--- config.mk ---
export PLATFORM = sky130hd
export DESIGN_NAME = prio_nest_gate
export DESIGN_NICKNAME = d
export VERILOG_FILES = /design/src/rtl/prio_nest_pkg.sv /design/src/rtl/prio_nest_ctrl.sv /design/src/rtl/prio_nest_dp.sv /design/src/rtl/prio_nest_gate.sv
export SDC_FILE = /design/constraint.sdc
export NUM_CORES = 1
export LEC_CHECK = 0
export ABC_AREA = 1
export ABC_CLOCK_PERIOD_IN_PS = 4860
export BUFFER_PORTS_ARGS = -buffer_cell sky130_fd_sc_hd__buf_2
export CELL_PAD_IN_SITES_DETAIL_PLACEMENT = 1
export CELL_PAD_IN_SITES_GLOBAL_PLACEMENT = 2
export CORE_ASPECT_RATIO = 1.25
export CORE_UTILIZATION = 38
export CTS_CLUSTER_DIAMETER = 80
export DETAILED_ROUTE_END_ITERATION = 12
export PLACE_DENSITY_LB_ADDON = 0.1
export SYNTH_ARGS = -nofsm -noshare
export SYNTH_HDL_FRONTEND = slang
export SYNTH_HIERARCHICAL = 1
export SYNTH_SLANG_ARGS = --single-unit
--- constraint.sdc ---
create_clock -name clk -period 4.86 [get_ports clk]
set_clock_uncertainty 0.1 [all_clocks]
set_input_delay 0.972 -clock clk [delete_from_list [all_inputs] [get_ports clk]]
set_output_delay 0.972 -clock clk [all_outputs]
set_load 0.03 [all_outputs]
--- src/rtl/prio_nest_pkg.sv ---
package prio_nest_pkg;
  // Strobes issued by the control unit to the datapath for one cycle.
  typedef struct packed {
    logic push;       // admit the best request, save state
    logic pop;        // restore saved state
    logic wrPs;       // load level and mode from a status write
    logic fault;      // user-mode status write attempt
    logic underflow;  // return with nothing saved
  } nest_strobe_t;
endpackage

--- src/rtl/prio_nest_ctrl.sv ---
module prio_nest_ctrl
  import prio_nest_pkg::*;
#(
  parameter int LVL_W = 3
) (
  input  logic             retIntr,
  input  logic             intEnable,
  input  logic             psWrEn,
  input  logic [LVL_W-1:0] bestLvl,
  input  logic [LVL_W-1:0] curLevel,
  input  logic             supMode,
  input  logic             stackEmpty,
  input  logic             stackFull,
  output nest_strobe_t     strobe
);
  logic admit;

  // Return outranks admission, and admission outranks a status write.
  assign admit = !retIntr && intEnable && (bestLvl > curLevel) && !stackFull;

  always_comb begin
    strobe           = '0;
    strobe.pop       = retIntr && !stackEmpty;
    strobe.underflow = retIntr && stackEmpty;
    strobe.push      = admit;
    strobe.wrPs      = !retIntr && !admit && psWrEn && supMode;
    strobe.fault     = !retIntr && !admit && psWrEn && !supMode;
  end
endmodule

--- src/rtl/prio_nest_dp.sv ---
module prio_nest_dp
  import prio_nest_pkg::*;
#(
  parameter int NUM_LINES   = 7,
  parameter int STACK_DEPTH = 7,
  parameter int LVL_W       = 3
) (
  input  logic                 clk,
  input  logic                 rst_n,
  input  logic [NUM_LINES-1:0] irqReq,
  input  logic [LVL_W-1:0]     psWrLevel,
  input  logic                 psWrMode,
  input  nest_strobe_t         strobe,
  output logic [LVL_W-1:0]     bestLvl,
  output logic [LVL_W-1:0]     curLevel,
  output logic                 supMode,
  output logic                 stackEmpty,
  output logic                 stackFull,
  output logic [NUM_LINES-1:0] irqAck,
  output logic                 privFault,
  output logic                 retUnderflow
);
  localparam int SP_W  = $clog2(STACK_DEPTH + 1);
  localparam int IDX_W = $clog2(STACK_DEPTH);

  logic [LVL_W-1:0]     lvlStk  [STACK_DEPTH];
  logic                 modeStk [STACK_DEPTH];
  logic [SP_W-1:0]      sp;
  logic [IDX_W-1:0]     pushIdx;
  logic [IDX_W-1:0]     popIdx;
  logic [NUM_LINES-1:0] ackNext;

  // Highest-numbered pending line wins; its level is index + 1.
  always_comb begin
    bestLvl = '0;
    for (int i = 0; i < NUM_LINES; i++) begin
      if (irqReq[i]) bestLvl = LVL_W'(i + 1);
    end
  end

  for (genvar g = 0; g < NUM_LINES; g++) begin : g_ack
    assign ackNext[g] = strobe.push && (bestLvl == LVL_W'(g + 1));
  end

  assign stackEmpty = (sp == '0);
  assign stackFull  = (sp == SP_W'(STACK_DEPTH));
  assign pushIdx    = IDX_W'(sp);
  assign popIdx     = IDX_W'(sp - 1'b1);

  always_ff @(posedge clk) begin
    if (strobe.push) begin
      lvlStk[pushIdx]  <= curLevel;
      modeStk[pushIdx] <= supMode;
    end
  end

  always_ff @(posedge clk or negedge rst_n) begin
    if (!rst_n) begin
      curLevel     <= '0;
      supMode      <= 1'b1;
      sp           <= '0;
      irqAck       <= '0;
      privFault    <= 1'b0;
      retUnderflow <= 1'b0;
    end else begin
      irqAck       <= ackNext;
      privFault    <= strobe.fault;
      retUnderflow <= strobe.underflow;
      if (strobe.pop) begin
        curLevel <= lvlStk[popIdx];
        supMode  <= modeStk[popIdx];
        sp       <= sp - 1'b1;
      end else if (strobe.push) begin
        curLevel <= bestLvl;
        supMode  <= 1'b1;
        sp       <= sp + 1'b1;
      end else if (strobe.wrPs) begin
        curLevel <= psWrLevel;
        supMode  <= psWrMode;
      end
    end
  end
endmodule

--- src/rtl/prio_nest_gate.sv ---
module prio_nest_gate
  import prio_nest_pkg::*;
#(
  parameter int NUM_LINES   = 7,
  parameter int STACK_DEPTH = NUM_LINES,
  parameter int LVL_W       = $clog2(NUM_LINES + 1)
) (
  input  logic                 clk,
  input  logic                 rst_n,
  input  logic [NUM_LINES-1:0] irqReq,
  input  logic                 intEnable,
  input  logic                 psWrEn,
  input  logic [LVL_W-1:0]     psWrLevel,
  input  logic                 psWrMode,
  input  logic                 retIntr,
  output logic [NUM_LINES-1:0] irqAck,
  output logic [LVL_W-1:0]     curLevel,
  output logic                 supMode,
  output logic                 privFault,
  output logic                 retUnderflow
);
  nest_strobe_t     strobe;
  logic [LVL_W-1:0] bestLvl;
  logic             stackEmpty;
  logic             stackFull;

  prio_nest_ctrl #(.LVL_W(LVL_W)) ctrl_i (
    .retIntr    (retIntr),
    .intEnable  (intEnable),
    .psWrEn     (psWrEn),
    .bestLvl    (bestLvl),
    .curLevel   (curLevel),
    .supMode    (supMode),
    .stackEmpty (stackEmpty),
    .stackFull  (stackFull),
    .strobe     (strobe)
  );

  prio_nest_dp #(
    .NUM_LINES   (NUM_LINES),
    .STACK_DEPTH (STACK_DEPTH),
    .LVL_W       (LVL_W)
  ) dp_i (
    .clk          (clk),
    .rst_n        (rst_n),
    .irqReq       (irqReq),
    .psWrLevel    (psWrLevel),
    .psWrMode     (psWrMode),
    .strobe       (strobe),
    .bestLvl      (bestLvl),
    .curLevel     (curLevel),
    .supMode      (supMode),
    .stackEmpty   (stackEmpty),
    .stackFull    (stackFull),
    .irqAck       (irqAck),
    .privFault    (privFault),
    .retUnderflow (retUnderflow)
  );
endmodule

# --- Word level (Yosys, flattened, before mapping) ---
# Memories as Yosys holds them, arrays and structs flattened.
# Index checks and enable logic that the tools add are counted.
totals:
  reg_bits: 16
  ramBits: 28
  out_inout_bits: 13
  elab_cells: 60
  memories: 2
mem_list:
  columns: ["memory", "depth", "word_bits", "read_ports", "rd_clocked_by_memory_dff", "wr", "line", "rtl"]
  rows:
  - ["dp_i.lvlStk", 7, 3, 1, 0, 1, "prio_nest_dp.sv:26", "logic [LVL_W-1:0] lvlStk [STACK_DEPTH];"]
  - ["dp_i.modeStk", 7, 1, 1, 0, 1, "prio_nest_dp.sv:27", "logic modeStk [STACK_DEPTH];"]
op_classes:
  addsub: 2
  order_cmp: 1
  eq_ne: 8
  muxes: 17
  reduce_logical: 24
ops:
  columns: ["op", "count"]
  rows:
  - ["$mux 3", 11]
  - ["$logic_and 1x1->1", 16]
  - ["$eq 3x3->1 const B", 5]
  - ["$eq 3x2->1 const B", 2]
  - ["$mux 1", 6]
  - ["$logic_not 1->1", 5]
  - ["$add 3x1->3 const B", 1]
  - ["$eq 3x1->1 const B", 1]
  - ["$gt 3x3->1", 1]
  - ["$logic_not 3->1", 1]
  - ["$reduce_bool 3->1", 1]
  - ["$sub 3x1->3 const B", 1]
  - ["$reduce_bool 2->1", 1]

# --- Logic depth before layout (Yosys ltp) ---
# Gate-level depths: netlist (run 1).
depth:
  depth_word: 17
  mapped_depth: 25
  depth_no_buf: 23

# --- Hierarchy ---
# Netlist (run 1), hierarchy kept.
modules_own_cells:
  columns: ["module", "n_inst", "cells_per_inst", "area_each_um2", "seq_area_each_um2"]
  rows:
  - ["prio_nest_dp", 1, 200, 1966.9, 1242.4]
  - ["prio_nest_ctrl", 1, 29, 148.9, 0.0]

# --- Least setup slack after synthesis (run 1) ---
# No wires, ideal clock.
synth_path:
  path_type: "input-to-reg"
  from: "in irqReq[1]"
  to: "mem dp_i.lvlStk[6][0], enable pin"
  arrival_time_ns: 2.602
  t_required_ns: 4.399
  path_slack_ns: 1.796
  path_stages: 18
  path_buffers: 2
  cell_sequence: "inv_1 > nand2_1 > nand2_1 > nand2_1 > nand2_1 > nand2_1 > nand2_1 > inv_1 > ha_1 > inv_1 > nor2_2 > nor2_1 > nand2_2 > inv_1 > buf_4 > buf_6 > nand2_1 > nor3_1"
synth_via:
  elab_chain_len: 11
synth_lines:
  columns: ["element", "line", "rtl"]
  rows:
  - ["start, declared", "prio_nest_gate.sv:10", "input logic [NUM_LINES-1:0] irqReq,"]
  - ["$mux 3 (6 in series)", "prio_nest_dp.sv:37", "if (irqReq[i]) bestLvl = LVL_W'(i + 1);"]
  - ["named net bestLvl[0]", "prio_nest_gate.sv:23", "logic [LVL_W-1:0] bestLvl;"]
  - ["$gt 3x3->1", "prio_nest_ctrl.sv:19", "assign admit = !retIntr && intEnable && (bestLvl > curLevel) && !stackFull;"]
  - ["$logic_and 1x1->1 (2 in series)", "prio_nest_ctrl.sv:19", null]
  - ["named net ctrl_i.admit", "prio_nest_ctrl.sv:16", "logic admit;"]
  - ["$mux 1", "prio_nest_dp.sv:51", "if (strobe.push) begin"]
  - ["$mux 1 (implied by the code)", "prio_nest_dp.sv:52", "lvlStk[pushIdx] <= curLevel;"]
  - ["end, declared", "prio_nest_dp.sv:26", null]
# The timed path passes the listed nets, and every way through them passes these cells.

==> run_results.csv, run 1 <==
group,metric,value,unit
synthesis,yosysUniqueCellTypes,27,
clock_tree,clockBufferDepth,2,
worst_setup_path,crit_top_cell,"nand2_1",
sta,worst_pin_slew,603,ps
sta,slew-limit-headroom,59.8,%
worst_setup_path,ff2ff_path_depth,9,
placed_design,port_buffers,28,
global_routing,grt_max_degree,17,
detailed_routing,drt_iter0_markers,40,
global_routing,grt_pass1_vias,1634,
synthesis,synthesis.nets,252,
pwr,p_per_area,588,mW/mm^2
worst_setup_path,crit_fanout,8,
detailed_routing,drt_pre_antenna_iters,4,
finish,nets,282,
sta,fmaxAchievable,0.306,GHz
floorplan,die_h,85.4,um
finish,seqCellArea,0.00124,sq mm
finish,diodes,0,
clock_tree,post-cts-setup-buffers,0,
worst_setup_path,endpoint_kind,"flop",
worst_setup_path,r2r-start,"dp_i/pushIdx[0]",
run_status,status,"complete, no violations",
worst_setup_path,worst_setup_path_start_kind,"primary input",
clock_tree,htree_levels,2,
finish,multiInputGateArea,691,sq um
synthesis,yosysSeqAreaShare,58.7,%
finish,drive_gt1_share,18.1,%
synthesis,netlist_area,0.00212,sq mm
placed_design,post-dp-hpwl,3840,um
clock_tree,path_clk_slew,80,ps
detailed_routing,avgViaCountPerCell,4.75,
hold_path,min_path_cells,2,
detailed_routing,wl_per_cell,15.5,um
worst_setup_path,slowest_delay,430,ps
sta,timing.final.crit_share,67.3,%
run,maxCapViolCount,0,
finish,final_area,0.00240,sq mm
clock_tree,cts_buffers,5,
hold_path,holdCritPathClass,"reg -> reg",
worst_setup_path,rr_endpoint,"dp_i/lvlStk[6][2]",
clock_tree,cts_hold_buf,0,
finish,nFillCells,666,
worst_setup_path,crit_type,"in -> reg",
clock_tree,cts_sinks,44,
detailed_routing,via_count,1538,
detailed_routing,drt-total-wl,5010,um
clock_tree,cts_tree,"built",
placed_design,gp_congestion,0.753,
sta,setup_viol,0,
sta,rsz0062_at_grt,"false",
worst_setup_path,crit_arrival,3110,ps
sta,fin_setup_tns,0,ps
detailed_routing,ant_nets,0,
worst_setup_path,required,4700,ps
pwr,p_leak,0.00115,uW
floorplan,initial_core_util,39.1,%
detailed_routing,drc,0,
clock_tree,root_buffer,"clkbuf_8",
clock_tree,cts_resized,0,
worst_setup_path,worst-r2r-setup-slack,2090,ps
synthesis,synth_warnings,6,
global_routing,grt_overflow,0,
worst_setup_path,crit_slowest_cell,"nor3_1",
worst_setup_path,path_cells,"buf_2, nor2_1, o21ai_0, nand2_1, ha_1, nand2_1, nor2_2, nor2_1, nand2_2, inv_1, nand2_1, nor3_1",
global_routing,grt.total_usage,20.4,%
global_routing,antenna_found_initial,0,
finish,syn_to_final_growth,13.5,%
hold_path,hp-start,"dp_i/supMode",
floorplan,dieArea,0.00587,sq mm
global_routing,grt_pass1_wl,8290,um
sta,final_hold_viol_count,0,
floorplan,core-area,0.00541,sq mm
floorplan,top_level_ports,29,
synthesis,ys_seq_elements,44,
clock_tree,insertion_delay,300,ps
floorplan,die_w,68.7,um
floorplan,rows,30,
placed_design,placed_area,0.00229,sq mm
sta,drv_slew,0,
sta,fin_crit,3270,ps
synthesis,syn_area_per_cell,9.24,sq um
synthesis,syn_inst,229,
hold_path,holdPathEnd,"dp_i/supMode",
pwr,ir_worst_vdd,0.000239,V
[critical path: cells and delay by family]
family | cells | cell delay (ps)
buf+inv | 2 | 350
compound gates | 1 | 200
fa+ha+maj | 1 | 270
simple gates | 8 | 1320
[placed cells by master (no fill, tap or decap)]
cell,instances
xor2_1,1
dfrtp_1,15
inv_6,1
or2_2,1
nor2_2,1
o21ai_0,7
nand2_1,56
nor4_1,1
clkinv_1,1
nand3_1,8
nand2_4,1
inv_1,31
a21oi_1,8
nor3_1,1
o211ai_1,2
nand2_2,2
dfstp_2,1
bufinv_16,1
o21ai_2,1
edfxtp_1,28
nand4_1,1
clkbuf_8,5
inv_2,3
clkinv_4,1
ha_1,7
buf_2,28
nor2_1,40
o21ai_1,6
nor2_4,1
[cells in the mapped netlist, drive strengths merged]
| master | instances | area [sq um] |
|---|---|---|
| nor2 | 42 | 168 |
| or2 | 1 | 6.26 |
| nand3 | 8 | 40.0 |
| xor2 | 1 | 8.76 |
| nand4 | 1 | 6.26 |
| dfrtp | 15 | 375 |
| inv | 35 | 136 |
| dfstp | 1 | 26.3 |
| edfxtp | 28 | 841 |
| a21oi | 8 | 40.0 |
| nor3 | 1 | 5.00 |
| buf | 5 | 46.3 |
| o21ai | 14 | 73.8 |
| nor4 | 1 | 6.26 |
| ha | 7 | 87.6 |
| o211ai | 2 | 15.0 |
| nand2 | 59 | 234 |
[final cells by class]
cell class,count,share of cell area (%)
well taps,64,3.34
inverters,35,5.68
repair buffers,28,5.84
clock buffers,5,2.87
clock inverters,3,1.77
multi-input cells,145,28.8
flip-flops and latches,44,51.7
[metrics by stage]
step	power (uW)	hold WS [ps]	utilization [%]	instances	setup slack, ps
finish	1410	465	44.4	324	1590
global route	1530	513	44.4	324	1290
CTS	1430	470	44.4	324	1560
detailed placement	1150	466	42.4	316	1240
global placement	1140	447	42.4	316	1300
floorplan	981	452	-	229	1800
[flip-flops by register name (all words and copies together) (netlist names)]
register           cells
dp_i/irqAck            7
dp_i/modeStk           7
dp_i/pushIdx           3
dp_i/supMode           1
dp_i/curLevel          3
dp_i/lvlStk           21
dp_i/retUnderflow      1
dp_i/privFault         1
[per-layer routing]
layer  part of all wire [%]  routed length (um)  GRT usage (%)  vias up
met3                    3.0                 149           4.30        5
met5                      0                   0              0        -
met2                     55                2750           35.9       24
met1                     41                2040           24.1      722
li1                       -                   -              -      787
met4                    1.4                  68           6.68        0
[how the worst max path moves through the flow]
stage / start / to / slack [ps] / cells after the start
floorplan: irqReq[1] / dp_i/lvlStk[6][0] / 1800 / 18
global placement: irqReq[3] / dp_i/lvlStk[5][2] / 1300 / 12
detailed placement: irqReq[3] / dp_i/lvlStk[6][0] / 1240 / 12
CTS: irqReq[3] / dp_i/lvlStk[6][2] / 1560 / 12
global route: irqReq[3] / dp_i/lvlStk[6][2] / 1290 / 12
finish: irqReq[3] / dp_i/lvlStk[6][2] / 1590 / 12
[report_power, final]
part / internal (uW) / switching [uW]
Combinational: 171 / 385
Clock: 152 / 127
Sequential: 490 / 85.9
Total: 813 / 598
[kinds of logic after synthesis]
kind of cell | synth area share, %
fa+ha+maj | 4.14
buf+inv | 8.63
compound gates | 6.09
flops | 58.7
xor+xnor | 0.414
simple gates | 22.0
No activity file was read; power rests on OpenSTA's default activity.
==> inputs of run 2 (changes only) <==
--- a/config.mk
+++ b/config.mk
@@ -6,12 +6,12 @@
 export NUM_CORES = 1
 export LEC_CHECK = 0
 export ABC_AREA = 1
-export ABC_CLOCK_PERIOD_IN_PS = 4860
+export ABC_CLOCK_PERIOD_IN_PS = 2930
 export BUFFER_PORTS_ARGS = -buffer_cell sky130_fd_sc_hd__buf_2
 export CELL_PAD_IN_SITES_DETAIL_PLACEMENT = 1
 export CELL_PAD_IN_SITES_GLOBAL_PLACEMENT = 2
 export CORE_ASPECT_RATIO = 1.25
-export CORE_UTILIZATION = 38
+export CORE_UTILIZATION = 31
 export CTS_CLUSTER_DIAMETER = 80
 export DETAILED_ROUTE_END_ITERATION = 12
 export PLACE_DENSITY_LB_ADDON = 0.1
==> constraint.sdc (replaced) <==
create_clock -name clk -period 2.93 [get_ports clk]
set_clock_uncertainty 0.1 [all_clocks]
set_input_delay 0.586 -clock clk [delete_from_list [all_inputs] [get_ports clk]]
set_output_delay 0.586 -clock clk [all_outputs]
set_load 0.03 [all_outputs]
==> run 2 against run 1 <==
Count of clock-buffer cells in the layout did not move. Final cell count grew 13%. Critical path depth is 10 higher. Sequential power up 54%. Design area up 7.2%. Total power increased by 73%. Via count is 9.6% higher. Sequential share of layout area decreased by 3.5 points. Worst hold slack worse by 370 ps. Routed wire length grew 12%. Flip-flop and latch count is the same. Core utilization down 5.2 points. Largest cell class unchanged.
==> run_results.csv, run 2 (synthesis gave the netlist of run 1 again) <==
group,metric,value,unit
finish,max_flop_register,"dp_i/lvlStk",
worst_setup_path,ff2ff_path_depth,14,
clock_tree,post-cts-setup-buffers,0,
sta,rsz0062_at_grt,"false",
finish,drive_gt1_share,23.6,%
sta,slew-limit-headroom,74.5,%
clock_tree,path_clk_slew,80,ps
finish,final_common_cell,"nand2_1",
pwr,ir_worst_vdd,0.000265,V
global_routing,antenna_found_initial,0,
finish,reg_top3,"dp_i/lvlStk: 21 flops, dp_i/irqAck: 7 flops, dp_i/modeStk: 7 flops",
sta,setup_viol,0,
detailed_routing,drt-total-wl,5610,um
worst_setup_path,path_cells,"buf_2, inv_1, nand2_1, nand2_1, nand2_1, nand2_1, nand2_1, nand2_1, inv_1, ha_1, inv_1, nor2_2, nor2_1, nand2_2, inv_1, inv_6, nand2_4, inv_1, a21oi_1, nand2_1, nor2_1, a21oi_1",
floorplan,core-area,0.00657,sq mm
sta,fin_setup_tns,0,ps
clock_tree,htree_levels,2,
floorplan,die_h,94.4,um
detailed_routing,drc,0,
finish,diodes,0,
worst_setup_path,crit_top_cell,"nand2_1",
detailed_routing,drt_pre_antenna_iters,4,
run,maxCapViolCount,0,
floorplan,rows,33,
detailed_routing,drt_iter0_markers,33,
finish,multiInputGateArea,691,sq um
global_routing,grt_max_degree,17,
run_status,status,"complete, no violations",
finish,final_core_util,39.2,%
floorplan,top_level_ports,29,
sta,timing.final.crit_share,89.4,%
sta,worst_pin_slew,383,ps
sta,drv_slew,0,
finish,syn_to_final_growth,21.7,%
sta,fin_crit,2620,ps
detailed_routing,avgViaCountPerCell,4.59,
sta,finalHoldWorstSlack,98.5,ps
global_routing,grt_pass1_wl,8830,um
worst_setup_path,worst_setup_path_start_kind,"primary input",
worst_setup_path,crit_arrival,2690,ps
finish,nFillCells,804,
clock_tree,cts_hold_buf,0,
clock_tree,cts_buffers,5,
sta,fmaxAchievable,0.382,GHz
clock_tree,insertion_delay,290,ps
clock_tree,clockBufferDepth,2,
worst_setup_path,crit_buf_inv,7,
worst_setup_path,required,3010,ps
clock_tree,cts_sinks,44,
clock_tree,cts_resized,0,
finish,largest_reg_flops,21,
pwr,p_leak,0.00125,uW
clock_tree,root_buffer,"clkbuf_8",
worst_setup_path,worst-path-stages,22,
worst_setup_path,crit_slowest_cell,"ha_1",
finish,seqCellArea,0.00124,sq mm
floorplan,die_w,75.9,um
finish,nets,302,
floorplan,dieArea,0.00716,sq mm
clock_tree,cts_tree,"built",
finish,most-common-layout-cells,"nand2_1 (56), nor2_1 (40), inv_1 (31), edfxtp_1 (28), buf_2 (28)",
detailed_routing,ant_nets,0,
worst_setup_path,slowest_delay,270,ps
worst_setup_path,crit_family,"simple AND/OR/NAND/NOR gates",
global_routing,grt_pass1_vias,1692,
placed_design,gp_congestion,0.798,
placed_design,port_buffers,28,
floorplan,initial_core_util,32.2,%
hold_path,holdCritPathClass,"in -> async",
placed_design,post-dp-hpwl,4330,um
worst_setup_path,crit_fanout,6,
detailed_routing,via_count,1686,
sta,final_hold_viol_count,0,
global_routing,grt_overflow,0,
worst_setup_path,endpoint_kind,"flop",
worst_setup_path,crit_type,"in -> reg",
detailed_routing,wl_per_cell,15.3,um
pwr,p_per_area,948,mW/mm^2
global_routing,grt.total_usage,17.7,%
run 2: cell types whose count changed in the layout (fill, tap and decap cells not counted):
| cell | delta |
|---|---|
| clkinv_4 | -1 |
| clkinv_1 | +1 |
| buf_4 | +20 |
run 2: cell type report:
| cell class | count | area share [%] |
|---|---|---|
| clock inverter | 3 | 1.46 |
| timing repair buffer | 48 | 11.3 |
| inverter | 35 | 5.30 |
| multi-input combinational | 145 | 26.8 |
| clock buffer | 5 | 2.67 |
| sequential | 44 | 48.3 |
| tap | 87 | 4.23 |
run 2: report_power, final:
part           leakage [uW]  internal, uW  switching [uW]  total, uW
clock             0.0000532           249             206        454
combinational      0.000736           358             742       1100
sequential         0.000457           813            73.0        886
run 2: path summary, 6_finish.rpt:
kind | to | slack, ps | from
worst max-delay path | dp_i/curLevel[0] | 310 | irqReq[1]
worst min-delay path | dp_i/privFault | 100 | rst_n
worst max register to register | dp_i/curLevel[0] | 570 | dp_i/pushIdx[0]
worst min register to register | dp_i/pushIdx[0] | 490 | dp_i/pushIdx[0]
max in group asynchronous | dp_i/supMode | 2310 | rst_n
min in group clk | dp_i/irqAck[0] | 380 | irqReq[2]
run 2: routing by layer:
layer  track usage, %  share of wire, %
met1             20.7                41
met2             32.5                55
met3             2.56               2.7
met4             5.09               1.3
met5                0                 0
run 2: per-stage QoR:
step / instances / area [sq um] / setup WS [ps] / power, uW
final: 367 / 2570 / 311 / 2440
after CTS: 367 / 2570 / 261 / 2490
after global routing: 367 / 2570 / 22.0 / 2650
after floorplan: 229 / 2120 / 252 / 1630
after global placement: 359 / 2470 / -44.1 / 2020
after detailed placement: 359 / 2470 / -44.7 / 2030
